$ cat src/rtl/drdy_pkg.sv
package drdy_pkg;
  // Width of a down-counter able to hold the value n.
  function automatic int unsigned span_bits(int unsigned n);
    return (n < 2) ? 1 : $clog2(n + 1);
  endfunction
endpackage

$ cat src/rtl/us_window.sv
module us_window #(
  parameter int unsigned SPAN = 500
) (
  input  logic clk,
  input  logic rst,
  input  logic load,
  input  logic tick,
  output logic busy
);
  localparam int unsigned CW = drdy_pkg::span_bits(SPAN);

  logic [CW-1:0] cnt_q;

  always_ff @(posedge clk) begin
    if (rst) begin
      cnt_q <= '0;
    end else if (load) begin
      cnt_q <= CW'(SPAN);
    end else if (tick && cnt_q != '0) begin
      cnt_q <= cnt_q - 1'b1;
    end
  end

  assign busy = (cnt_q != '0);

  // the count never exceeds its span and falls by one per tick
  a_r5_span_bound: assert property (@(posedge clk) disable iff (rst)
    cnt_q <= CW'(SPAN));
  a_r9_tick_step: assert property (@(posedge clk) disable iff (rst)
    (tick && !load && busy) |=> (cnt_q == $past(cnt_q) - 1'b1));
endmodule

$ cat src/rtl/exch_tracker.sv
module exch_tracker (
  input  logic clk,
  input  logic rst,
  input  logic xfer_start,
  input  logic xfer_done,
  input  logic burst_done,
  input  logic line_low,
  input  logic grace_open,
  output logic flag_nx,
  output logic hold_nx,
  output logic hold_q
);
  logic flag_q;

  // Exchange record: set by a finished exchange, cleared by a finished burst;
  // a simultaneous pair keeps the record set.
  always_comb begin
    flag_nx = flag_q;
    if (burst_done) flag_nx = 1'b0;
    if (xfer_done)  flag_nx = 1'b1;
  end

  // Grace exchange: only an exchange opening while the line is low and the
  // grace window is still running takes hold of the line.
  always_comb begin
    hold_nx = hold_q;
    if (xfer_start && line_low && grace_open) hold_nx = 1'b1;
    if (xfer_done) hold_nx = 1'b0;
  end

  always_ff @(posedge clk) begin
    if (rst) begin
      flag_q <= 1'b0;
      hold_q <= 1'b0;
    end else begin
      flag_q <= flag_nx;
      hold_q <= hold_nx;
    end
  end

  // a grace exchange ends on the edge that samples xfer_done
  a_r8_hold_release: assert property (@(posedge clk) disable iff (rst)
    $past(xfer_done) |-> !hold_q);
endmodule

$ cat src/rtl/drdy_status.sv
module drdy_status #(
  parameter int unsigned HIGH_US  = 500,
  parameter int unsigned GRACE_US = 20
) (
  input  logic clk,
  input  logic rst,
  input  logic tick_us,
  input  logic burst_active,
  input  logic burst_done,
  input  logic xfer_start,
  input  logic xfer_done,
  output logic drdy,
  output logic burst_hold
);
  logic flag_nx, hold_nx, grace_q;
  logic drdy_nx, fall, grace_open, win_busy;
  logic armed_q;

  exch_tracker u_track (
    .clk        (clk),
    .rst        (rst),
    .xfer_start (xfer_start),
    .xfer_done  (xfer_done),
    .burst_done (burst_done),
    .line_low   (!drdy),
    .grace_open (grace_open),
    .flag_nx    (flag_nx),
    .hold_nx    (hold_nx),
    .hold_q     (grace_q)
  );

  assign drdy_nx = hold_nx | (!burst_active && !flag_nx);
  assign fall    = drdy && !drdy_nx;

  us_window #(.SPAN(GRACE_US)) u_grace (
    .clk  (clk),
    .rst  (rst),
    .load (fall),
    .tick (tick_us),
    .busy (grace_open)
  );

  us_window #(.SPAN(HIGH_US)) u_gap (
    .clk  (clk),
    .rst  (rst),
    .load (burst_done),
    .tick (tick_us),
    .busy (win_busy)
  );

  always_ff @(posedge clk) begin
    if (rst) begin
      drdy       <= 1'b1;
      burst_hold <= 1'b0;
      armed_q    <= 1'b0;
    end else begin
      drdy       <= drdy_nx;
      burst_hold <= hold_nx | burst_done | win_busy;
      armed_q    <= 1'b1;
    end
  end

  a_r2_burst_low: assert property (@(posedge clk) disable iff (rst)
    (armed_q && $past(burst_active) && !grace_q) |-> !drdy);
  a_r4_exchange_low: assert property (@(posedge clk) disable iff (rst)
    (armed_q && $past(xfer_done)) |-> !drdy);
  a_r6_grace_high: assert property (@(posedge clk) disable iff (rst)
    grace_q |-> (drdy && burst_hold));
  a_r5_gap_hold: assert property (@(posedge clk) disable iff (rst)
    (armed_q && $past(burst_done)) |-> burst_hold);
endmodule

$ cat config.mk
export PLATFORM = sky130hd
export DESIGN_NAME = drdy_status
export DESIGN_NICKNAME = d
export VERILOG_FILES = /design/src/rtl/drdy_pkg.sv /design/src/rtl/us_window.sv /design/src/rtl/exch_tracker.sv /design/src/rtl/drdy_status.sv
export SDC_FILE = /design/constraint.sdc
export NUM_CORES = 1
export LEC_CHECK = 0
export ABC_AREA = 1
export CAP_MARGIN = 20
export CELL_PAD_IN_SITES_DETAIL_PLACEMENT = 1
export CELL_PAD_IN_SITES_GLOBAL_PLACEMENT = 1
export CORE_MARGIN = 3
export CORE_UTILIZATION = 41
export CTS_CLUSTER_DIAMETER = 200
export DETAILED_ROUTE_END_ITERATION = 10
export GPL_TIMING_DRIVEN = 0
export PLACE_DENSITY = 0.81
export SLEW_MARGIN = 20
export SYNTH_ARGS = -nofsm -noshare
export SYNTH_HDL_FRONTEND = slang
export SYNTH_SLANG_ARGS = --single-unit
$ cat constraint.sdc
create_clock -name clk -period 2.25 [get_ports clk]
set_input_delay 0.45 -clock clk [delete_from_list [all_inputs] [get_ports clk]]
set_output_delay 0.45 -clock clk [all_outputs]
set_load 0.05 [all_outputs]
# Yosys cells after proc, flatten, opt, wreduce, memory -nomap -nowiden
# Cells that the tools add are included.
# Widths: inputs -> output; s select.
[word_totals]
regBits = 18
input_bits = 7
output_inout_bits = 2
word_cells = 37
[classes]
addsub = 2
mux = 8
n_bitwise = 3
n_reduce_logical = 16
[op_table]
columns = ["op", "count"]
rows = [
  ["$mux 9", 2],
  ["$mux 5", 2],
  ["$reduce_bool 9->1", 1],
  ["$sub 9x1->9 const B", 1],
  ["$logic_and 1x1->1", 6],
  ["$reduce_bool 5->1", 1],
  ["$sub 5x1->5 const B", 1],
  ["$logic_not 1->1", 4],
  ["$mux 1", 4],
  ["$reduce_bool 2->1", 2],
  ["$reduce_or 2->1", 2],
  ["$or 1x1->1", 3],
]

# Longest topological paths before layout
# Gate-level depths: netlist of run 1.
[depth]
word_depth = 9
mapped_depth = 10
depth_no_buf = 10

# Modules after synthesis
# Synthesis of run 1 repeated with hierarchy kept, for this count alone.
[unflattened]
cells_unflattened = 157
hier_area_um2 = 1007.2
[modules_own_cells]
columns = ["module", "instances", "cells_each", "area_per_inst_um2", "seq_area_each_um2"]
rows = [
  ["us_window (u_gap)", 1, 92, 568.0, 180.2],
  ["us_window (u_grace)", 1, 41, 274.0, 100.1],
  ["exch_tracker", 1, 13, 88.8, 40.0],
  ["drdy_status", 1, 11, 76.3, 40.0],
]

# Least setup slack after synthesis of run 1
# OpenSTA, ideal clock, no wires.
[synth_path]
path_kind = "register to register"
startpoint = "reg u_gap.cnt_q[0]"
endpoint = "reg u_gap.cnt_q[5]"
setup_time_ns = 0.132
t_arrival_ns = 1.233
required_ns = 2.118
path_slack_ns = 0.884
stages_incl_launch_ff = 10
n_path_buf = 0
synth_period_minus_slack_ns = 1.366
path_cell_list = "dfxtp_1 -> inv_1 -> ha_1 -> nand2_2 -> nor2_2 -> nand3_4 -> nand2_4 -> nor2_1 -> nor2_1 -> a21oi_1"
[synth_between]
elab_chain_cells = 3
elab_cells_between_ends = 6
classes_between = "add/sub: 1; mux: 2; reduce/logical: 3"
[synth_lines]
columns = ["item", "line_no", "source"]
rows = [
  ["start: declaration", "us_window.sv:12", "logic [CW-1:0] cnt_q;"],
  ["start signal: assignment", "us_window.sv:18", "cnt_q <= CW'(SPAN);"],
  ["start signal: assignment", "us_window.sv:20", "cnt_q <= cnt_q - 1'b1;"],
  ["$sub 9x1->9 / $reduce_bool 9->1 (equally long branches)", "us_window.sv:20, us_window.sv:19", ""],
  ["$mux 9 / $logic_and 1x1->1 (equally long branches)", "us_window.sv:19", "end else if (tick && cnt_q != '0) begin"],
  ["$mux 9 / $reduce_bool 2->1 (equally long branches)", "-", ""],
]
# Several ways; a longest one is shown, not always the timed one. The select of a mux whose other input is x is not followed.
# A chain may end at the register's enable or synchronous reset.

# Final worst setup path of run 1
[layout_path]
startpoint = "reg drdy"
endpoint = "out drdy"
[layout_rtl]
columns = ["item", "line_no", "source"]
rows = [
  ["start: declaration", "drdy_status.sv:12", "output logic drdy,"],
  ["start signal: assignment", "drdy_status.sv:57", "drdy <= drdy_nx;"],
]
# No word-level cell between the ends.

==> impl_results.md, run 1 <==
* Post-Synthesis Cell Area at 947 um2
* Worst-skew pair later-pin latency at 0.30 ns
* Vias/cell at 5.04
* Worst hold path class: reg -> reg
* Crit path max-delay cell type: clkdlybuf4s50_1
* M1 wire length at 1090 um
* CP Data Required Time at 1.80 ns
* Num CTS Buffers at 3
* Fin Hold WS at 0.476 ns
* DR pass1 iterations at 3
* Critical path class: reg -> out
* CTS H-tree lvls at 1
* Number of synthesized register bits at 18
* Met3 routed WL at 48 um
* Design Area, Final at 1090 um2
* Num ports at 9
* Root buf cell: clkbuf_4
* Filler-free cell count of the finished design at 182
* FP Rows at 16
* Final Max Tran Viols at 0
* Overall power at 767 uW
* Area after DPL at 1050 um2
* Post-DR wirelength/cell at 12.6 um
* Reg area at 360 um2
* Die ar. at 2920 um2
* Final Hold Fails at 0
* Crit path buf inv count at 1
* Maximum VDD drop at 0.392 mV
* Dpl ws at 0.438 ns
* Critical Path End: drdy
* Via count at 917
* FF-to-FF End: u_gap.cnt_q[5]$_SDFFE_PP0P_
* Critical Path Start: drdy$_SDFF_PP1_
* GRT Resource Usage Total at 19.6%
* DR top layer: met4
* Antenna violations before repair at 0
* Crit-path leading delay family: buffers and inverters
* First-pass GRT wire length at 4080 um
* Drt total wl at 2290 um
* Worst reg2reg setup slack at 0.64 ns
* Final setup vio count at 0
* Commonest cells after routing, fill and taps aside: nand2_1, inv_1, nand3_1, dfxtp_1
* Status: finished, final reports clean
* Initial core utilization at 45.5%
* Largest net degree at the start of global routing at 11
* Placer Congestion at 0.762
* Hpwl dp at 1820 um
* Deepest clock path buffer count at 2
* Crit path capture type: output pin
* Yosys cell types at 19
* Ys Warns at 0
* Crit path DAT at 1.48 ns
* Fillers at 282
* Synth area leaders: dfxtp_1, nand2_1, nand3_1
* Share of cells above drive strength 1 at 9.03%
* Critical-path cell list: clkdlybuf4s50_1
* DIE HEIGHT at 54.1 um
* Final Util at 52.2%
* Cell taking the most area after synthesis: dfxtp_1
* Post-synthesis sequential area ratio at 38.0%
* Core area at 2080 um2
* Syn nets at 153
* Port Buffers at 7
* CP peak stage delay at 0.81 ns
* Cts repair resizes at 0
* Most common cell after layout, fill and taps aside: nand2_1
* Max Cap Violations at 0
* Instance count on the critical path at 1
* ANT nets after route at 0
* Clock slew at reported path FFs at 0.11 ns
* Unrepaired setup endpoints after global routing: false
* Crit Reg-Reg Startpoint: u_gap.cnt_q[0]$_SDFFE_PP0P_
* Residual DRC at 0
* Max Fclk at 519 MHz
* # nets final at 165
* Rel. slew slack at 64.5%
* Antenna diodes at 0
* Setup Skew at 0.00188 ns
* CTS Sinks at 18
* Startpoint types: register
* Placed cell count at 178
* Power per cell area at 705 nW/um2
* Syn Inst Count at 144
* Post-CTS Setup Inserts at 0
* Worst-Margin Slew at 0.532 ns
* CP Max Fanout at 3
* Synth top area share at 38.0%
* Total negative setup slack at 0 ns
* Final Cycle Share at 85.7%
* WL met2 at 1130 um
* Chip width at 54.1 um
* Setup WS post-layout at 0.322 ns
* Grt ovf at 0
* Syn avg cell area at 6.58 um2
* Worst R2R Path Depth at 9
* Crit path time final at 1.93 ns
* # hold bufs at CTS at 0
* Area Growth Syn to Fin at 14.8%
* Vias in the first global route at 964
* Area of the multi-input gates at 480 um2
* Number of DRC markers in iteration 0 at 6
* CTS tree: yes
* Leak at 0.533 nW
==> metal layers <==
metal / vias to the layer above / GRT usage [%]
li1: 470 / -
met1: 437 / 22.7
met2: 8 / 36.7
met3: 2 / 3.32
met4: 0 / 4.98
met5: - / 0
==> worst reg2reg max path, cell delays in order (launching register included) <==
cell	delay (ns)
dfxtp_1	0.33
inv_1	0.12
ha_1	0.27
nand2_2	0.11
nor2_2	0.15
nand3_4	0.16
nand2_4	0.14
nor2_1	0.05
nor2_1	0.08
a21oi_1	0.06
==> cells by family after synthesis <==
family / Yosys count / synth area share, %
AO/OA/AOI/OAI: 14 / 7.79
XOR/XNOR: 2 / 1.85
adder cells (fa/ha/maj): 2 / 2.64
buffers and inverters: 28 / 11.2
flip-flops: 18 / 38.0
AND/OR/NAND/NOR: 80 / 38.4
==> Yosys cell counts <==
master / count
buf_2: 1
nand4_1: 3
nand2_4: 1
ha_1: 2
nor2_1: 13
nand3_4: 1
dfxtp_1: 18
nor2_2: 2
or2_2: 1
nand3_1: 18
nand2_2: 1
xnor2_1: 2
a21oi_1: 13
nand2_1: 39
inv_2: 2
or2_1: 1
clkbuf_1: 1
a21oi_2: 1
inv_1: 24
==> layout make-up <==
type	instances	area share [%]
Buffer	2	0.806
Inverter	26	8.98
Clock buffer	4	3.34
Timing Repair Buffer	7	6.44
Multi-Input combinational cell	98	44.2
Sequential cell	18	33.1
Tap cell	27	3.11
==> worst min path at each step <==
stage | start | end | cells after the start
5_1_grt | u_grace.cnt_q[1]$_SDFFE_PP0P_ | u_grace.cnt_q[1]$_SDFFE_PP0P_ | 2
3_5_place_dp | u_grace.cnt_q[4]$_SDFFE_PP0P_ | u_grace.cnt_q[4]$_SDFFE_PP0P_ | 2
6_report | u_grace.cnt_q[4]$_SDFFE_PP0P_ | u_grace.cnt_q[4]$_SDFFE_PP0P_ | 2
4_1_cts | u_grace.cnt_q[4]$_SDFFE_PP0P_ | u_grace.cnt_q[4]$_SDFFE_PP0P_ | 2
3_3_place_gp | u_gap.cnt_q[8]$_SDFFE_PP0P_ | u_gap.cnt_q[8]$_SDFFE_PP0P_ | 2
2_1_floorplan | u_gap.cnt_q[8]$_SDFFE_PP0P_ | u_gap.cnt_q[8]$_SDFFE_PP0P_ | 2
==> flip-flops by register name (all words and copies together) (netlist names) <==
| signal | flops |
|---|---|
| u_gap.cnt_q | 9 |
| u_grace.cnt_q | 5 |
| burst_hold | 1 |
| drdy | 1 |
| u_track.flag_q | 1 |
| u_track.hold_q | 1 |
==> power by group <==
group,switching (mW),internal [mW],leakage (nW)
clock,0.110,0.0987,0.0210
sequential,0.0186,0.345,0.149
combinational,0.123,0.0722,0.362
Power figures use the tool's default switching activity.
==> run 2: changes to the inputs <==
Settings changed: SKIP_CTS_REPAIR_TIMING from default to 1.
==> results of run 2 <==
The final DEF is identical to that of run 1; final timing and power are the same.
==> run 3: changes to the inputs <==
Settings changed: SLEW_MARGIN 20 to 40.
==> results of run 3 <==
The final DEF is identical to that of run 1; final timing and power are the same.
